[src/rtl/pxa_pkg.sv]
package pxa_pkg;
  // Colour format codes held in the mode register
  localparam logic [1:0] FMT_18B = 2'b10;
  localparam logic [1:0] FMT_16B = 2'b11;

  // Widen a short component by one bit, repeating its most significant bit
  function automatic logic [5:0] widen5(input logic [4:0] s);
    return {s, s[4]};
  endfunction
endpackage

[src/rtl/pxa_mode_reg.sv]
module pxa_mode_reg (
  input  logic       clk,
  input  logic       rst_n,
  input  logic       wr,
  input  logic       tri_in,
  input  logic [1:0] fmt_in,
  output logic       tri_q,
  output logic       is16_q
);
  import pxa_pkg::*;

  logic [1:0] fmt_q;

  always_ff @(posedge clk or negedge rst_n) begin
    if (!rst_n) begin
      tri_q <= 1'b0;
      fmt_q <= FMT_18B;
    end else if (wr) begin
      tri_q <= tri_in;
      fmt_q <= fmt_in;
    end
  end

  // reserved codes fall back to the 18-bit slicing
  assign is16_q = (fmt_q == FMT_16B);
endmodule

[src/rtl/pxa_phase_ctr.sv]
module pxa_phase_ctr #(
  parameter int NUM_XFER = 3,
  localparam int PH_W = (NUM_XFER > 1) ? $clog2(NUM_XFER) : 1
) (
  input  logic            clk,
  input  logic            rst_n,
  input  logic            clr,
  input  logic            step,
  output logic [PH_W-1:0] phase,
  output logic            last
);
  localparam logic [PH_W-1:0] LAST_PH = PH_W'(NUM_XFER - 1);

  always_ff @(posedge clk or negedge rst_n) begin
    if (!rst_n)
      phase <= '0;
    else if (clr)
      phase <= '0;
    else if (step)
      phase <= (phase == LAST_PH) ? '0 : phase + 1'b1;
  end

  assign last = (phase == LAST_PH);


  mode_clears_phase_chk: assert property (@(posedge clk) disable iff (!rst_n)
    clr |=> (phase == '0));
endmodule

[src/rtl/pxa_slicer.sv]
module pxa_slicer #(
  parameter int BYTE_W = 8,
  parameter int COMP_W = 6
) (
  input  logic [BYTE_W-1:0] byte_in,
  input  logic              short_sel,
  output logic [COMP_W-1:0] comp
);
  localparam int SHORT_W = COMP_W - 1;

  logic [COMP_W-1:0]  full_part;
  logic [SHORT_W-1:0] short_part;

  always_comb begin
    full_part  = byte_in[BYTE_W-1 -: COMP_W];
    short_part = byte_in[BYTE_W-1 -: SHORT_W];
    comp = short_sel ? {short_part, short_part[SHORT_W-1]} : full_part;
  end
endmodule

[src/rtl/pxa_out_stage.sv]
module pxa_out_stage #(
  parameter int PIX_W = 18
) (
  input  logic             clk,
  input  logic             rst_n,
  input  logic             load,
  input  logic [PIX_W-1:0] load_data,
  input  logic             take,
  output logic             valid,
  output logic [PIX_W-1:0] pixel
);
  always_ff @(posedge clk or negedge rst_n) begin
    if (!rst_n) begin
      valid <= 1'b0;
      pixel <= '0;
    end else if (load) begin
      valid <= 1'b1;
      pixel <= load_data;
    end else if (take) begin
      valid <= 1'b0;
    end
  end


  hold_on_stall_chk: assert property (@(posedge clk) disable iff (!rst_n)
    (valid && !take) |=> (valid && $stable(pixel)));
endmodule

[src/rtl/pix_assembler.sv]
module pix_assembler #(
  parameter int BYTE_W   = 8,
  parameter int COMP_W   = 6,
  parameter int NUM_XFER = 3,
  localparam int PIX_W   = COMP_W * NUM_XFER,
  localparam int PH_W    = (NUM_XFER > 1) ? $clog2(NUM_XFER) : 1
) (
  input  logic             clk,
  input  logic             rst_n,
  input  logic             mode_wr,
  input  logic             mode_tri,
  input  logic [1:0]       mode_fmt,
  input  logic             in_valid,
  output logic             in_ready,
  input  logic [PIX_W-1:0] in_data,
  output logic             out_valid,
  input  logic             out_ready,
  output logic [PIX_W-1:0] out_pixel
);
  logic            tri_q, is16_q;
  logic [PH_W-1:0] phase;
  logic            last_ph;
  logic            in_fire, short_sel, load;
  logic [COMP_W-1:0] comp;
  logic [PIX_W-1:0]  pix_tri, load_data;
  logic [COMP_W-1:0] part_q [NUM_XFER-1];

  pxa_mode_reg u_mode (
    .clk(clk), .rst_n(rst_n), .wr(mode_wr),
    .tri_in(mode_tri), .fmt_in(mode_fmt),
    .tri_q(tri_q), .is16_q(is16_q)
  );

  assign in_ready = !mode_wr && (!out_valid || out_ready);
  assign in_fire  = in_valid && in_ready;

  pxa_phase_ctr #(.NUM_XFER(NUM_XFER)) u_phase (
    .clk(clk), .rst_n(rst_n), .clr(mode_wr),
    .step(in_fire && tri_q), .phase(phase), .last(last_ph)
  );

  // short (5-bit) slots are the outer components in 16-bit colour mode
  assign short_sel = is16_q && ((phase == '0) || last_ph);

  pxa_slicer #(.BYTE_W(BYTE_W), .COMP_W(COMP_W)) u_slice (
    .byte_in(in_data[BYTE_W-1:0]), .short_sel(short_sel), .comp(comp)
  );

  // holding registers for all but the closing component
  generate
    for (genvar i = 0; i < NUM_XFER - 1; i++) begin : g_part
      always_ff @(posedge clk or negedge rst_n) begin
        if (!rst_n)
          part_q[i] <= '0;
        else if (in_fire && tri_q && (phase == PH_W'(i)))
          part_q[i] <= comp;
      end
      assign pix_tri[PIX_W-1-i*COMP_W -: COMP_W] = part_q[i];
    end
  endgenerate
  assign pix_tri[COMP_W-1:0] = comp;

  assign load      = in_fire && (!tri_q || last_ph);
  assign load_data = tri_q ? pix_tri : in_data;

  pxa_out_stage #(.PIX_W(PIX_W)) u_out (
    .clk(clk), .rst_n(rst_n), .load(load), .load_data(load_data),
    .take(out_ready), .valid(out_valid), .pixel(out_pixel)
  );


  partial_silent_chk: assert property (@(posedge clk) disable iff (!rst_n)
    (in_fire && tri_q && !last_ph) |=> !out_valid);


  closing_emits_chk: assert property (@(posedge clk) disable iff (!rst_n)
    (in_fire && tri_q && last_ph) |=> out_valid);


  single_emits_chk: assert property (@(posedge clk) disable iff (!rst_n)
    (in_fire && !tri_q) |=> (out_valid && out_pixel == $past(in_data)));
endmodule

[config.mk]
export PLATFORM = sky130hd
export DESIGN_NAME = pix_assembler
export DESIGN_NICKNAME = d
export VERILOG_FILES = /design/src/rtl/pxa_pkg.sv /design/src/rtl/pxa_mode_reg.sv /design/src/rtl/pxa_phase_ctr.sv /design/src/rtl/pxa_slicer.sv /design/src/rtl/pxa_out_stage.sv /design/src/rtl/pix_assembler.sv
export SDC_FILE = /design/constraint.sdc
export NUM_CORES = 1
export LEC_CHECK = 0
export CAP_MARGIN = 20
export CELL_PAD_IN_SITES_DETAIL_PLACEMENT = 1
export CELL_PAD_IN_SITES_GLOBAL_PLACEMENT = 2
export CORE_ASPECT_RATIO = 0.9
export CORE_MARGIN = 2
export CORE_UTILIZATION = 44
export DETAILED_ROUTE_END_ITERATION = 10
export DONT_BUFFER_PORTS = 1
export HOLD_SLACK_MARGIN = 0.03
export MAX_ROUTING_LAYER = met4
export PLACE_DENSITY = 0.89
export REMOVE_ABC_BUFFERS = 1
export SYNTH_ARGS = -nofsm -noshare
export SYNTH_HDL_FRONTEND = slang
export SYNTH_SLANG_ARGS = --single-unit
export TNS_END_PERCENT = 50
[constraint.sdc]
create_clock -name clk -period 3.1 [get_ports clk]
set_clock_uncertainty 0.1 [all_clocks]
set_input_delay 0.62 -clock clk [delete_from_list [all_inputs] [get_ports clk]]
set_output_delay 0.62 -clock clk [all_outputs]
set_load 0.05 [all_outputs]
==> results.py <==
metrics = {
    "outcome": {
        "outcome": "complete, no violations",
    },
    "floorplanning": {
        "core-area_um2": 3680,
        "dieArea_um2": 4280,
        "num_rows": 21,
        "start_util": 0.451,
        "die_w_um": 68.7,
        "die_h_um": 62.3,
        "io_pins": 46,
    },
    "setup_path": {
        "r2r-end": "u_out.pixel[1]",
        "rr_worst_depth": 3,
        "endpoint_kind": "output port",
        "crit_arrival_ns": 1.76,
        "reg2reg_from": "u_out.valid",
        "r2r_slack_ns": 0.78,
        "required_ns": 2.38,
        "cp-startpoint": "u_out.valid",
        "crit_path_start_kind": "flip-flop",
        "path_class": "reg2out",
        "worstPathMaxFanout": 6,
    },
    "sta": {
        "slew_viol_final": 0,
        "grt_setup_unrepaired": "no",
        "fin_crit_sh": 0.801,
        "fin_crit_ns": 2.48,
        "fin_setup_tns_ns": 0,
        "whs_ns": 0.0670,
        "setup_violations": 0,
        "finalHoldViolations": 0,
        "tightest_slew_ns": 0.967,
        "max_freq_ghz": 0.403,
        "setup_slack_ns": 0.617,
        "slew_headroom": 0.353,
    },
    "cts": {
        "clock_latency_ns": 0.28,
        "clockBufferDepth": 2,
        "cts.sinks": 36,
        "cts_tree": "built",
        "cts_setup_buffers": 0,
        "cts_hold_buffers": 1,
        "clk_pin_slew_ns": 0.07,
        "cts-root-buf": "clkbuf_8",
        "htreeDepth": 2,
        "cts_resized": 0,
        "cts-buffers-inserted": 5,
    },
    "route": {
        "vias_per_cell": 5.64,
        "dr.max_layer_used": "met4",
        "dr_total_vias": 948,
        "wl_per_cell_um": 20.1,
        "drt_iter0_markers": 39,
        "wl_um": 3370,
        "met1_length_um": 1420,
        "drtAntennaViolNets": 0,
        "dr_wl_met3_um": 186,
        "wl_met2_um": 1750,
        "drc": 0,
        "dr.pass1.iters": 4,
    },
    "synthesis": {
        "syn_area_per_cell_um2": 14.3,
        "synth-seq-cells": 36,
        "ys_types": 25,
        "syn_area_um2": 1660,
        "yosysWarningCount": 0,
        "synth_cells": 116,
        "ys_seq_area_frac": 0.544,
    },
    "finish": {
        "drive_gt1_frac": 0.451,
        "nFillCells": 369,
        "diodes": 0,
        "syn_to_final_growth_pct": 9.35,
        "design_area_um2": 1810,
        "layout.cells.non_filler": 168,
        "final_util": 0.493,
        "nets": 147,
        "final_common_cell": "mux2_2",
        "layout_common_cells": "mux2_2, dfrtp_1, mux2_1, clkbuf_8",
    },
    "placement": {
        "place_ws_ns": 0.738,
        "placed_area_um2": 1700,
        "port_buffers": 0,
        "hpwl_um": 2390,
        "gp_congestion": 0.765,
        "placed_cells": 159,
    },
    "global_routing": {
        "grt_use_total": 0.190,
        "grt_overflow_total": 0,
        "grt_max_degree": 36,
        "antenna_found_initial": 0,
        "grt_pass1_vias": 1073,
        "grt_pass1_wl_um": 5740,
    },
    "power_and_ir_drop": {
        "p_per_area_nw_per_um2": 805,
        "leakage_nw": 0.792,
        "vdd_drop_max_uv": 381,
        "fin_total_pwr_mw": 1.46,
    },
    "run": {
        "cap_violations": 0,
    },
    "worst_hold_path": {
        "min_path_type": "in2async",
    },
}
[layer usage]
metal  track usage  up-vias
li1              -      430
met1         0.239      492
met2         0.290       24
met3        0.0743        2
met4        0.0441        0
met5             -        -
[synth_stat cells]
library cell | count | area, um2
mux2_2 | 40 | 450
dfrtp_1 | 35 | 876
mux2_1 | 8 | 90.1
buf_2 | 3 | 15.0
nor2_1 | 3 | 11.3
nor2b_1 | 3 | 18.8
a21oi_1 | 2 | 10.0
inv_1 | 2 | 7.51
nand2b_1 | 2 | 12.5
nand4_1 | 2 | 12.5
o31ai_1 | 2 | 15.0
a2111o_1 | 1 | 11.3
a211oi_1 | 1 | 7.51
a211oi_4 | 1 | 20.0
a21o_1 | 1 | 7.51
and4b_1 | 1 | 10.0
buf_6 | 1 | 11.3
clkbuf_1 | 1 | 3.75
dfstp_2 | 1 | 26.3
nand2_1 | 1 | 3.75
nand2b_4 | 1 | 13.8
nand3b_1 | 1 | 7.51
o21ai_0 | 1 | 5.00
o22ai_1 | 1 | 6.26
or2_2 | 1 | 6.26
[power breakdown]
part           internal, mW  total (mW)  switching [mW]  leakage, nW
registers             0.581       0.930           0.349        0.445
clock network         0.177       0.335           0.158       0.0510
logic                 0.122       0.195          0.0725        0.296
[area by class of cell]
cell class,instances,area [um2],area share
clock buffers,6,82.6,0.0455
clock inverters,2,10.0,0.00552
inverters,2,7.51,0.00414
multi-input cells,73,719,0.397
flip-flops and latches,36,902,0.497
well taps,46,57.6,0.0317
repair buffers,3,35.0,0.0193
[logic make-up (layout without fill, tap and decap cells)]
family / after synthesis / in the layout / share of synthesized area
simple gates: 15 / 15 / 0.0581
compound gates: 10 / 10 / 0.0498
flops: 36 / 36 / 0.544
mux: 48 / 48 / 0.326
buf+inv: 7 / 13 / 0.0226
[worst max path at each step]
stage	depth (start not counted)	to	slack [ns]
5_1_grt	3	in_ready	0.56
6_report	3	in_ready	0.62
2_1_floorplan	2	in_ready	0.88
3_5_place_dp	3	u_out.pixel[1]	0.74
3_3_place_gp	3	u_out.pixel[16]	0.84
4_1_cts	3	in_ready	0.62
[state kept, by name, indices dropped and copies added (netlist names)]
| name | cells |
|---|---|
| part_q | 12 |
| u_mode.fmt_q | 2 |
| u_mode.tri_q | 1 |
| u_out.pixel | 18 |
| u_out.valid | 1 |
| u_phase.phase | 2 |
[critical path, cell delays in order, from the launching register on]
cell and delay, ns:
dfrtp_1 0.66, nor2b_1 0.53, nor2_1 0.09, buf_4 0.21
Note: power is estimated with default switching activity, not from simulation.
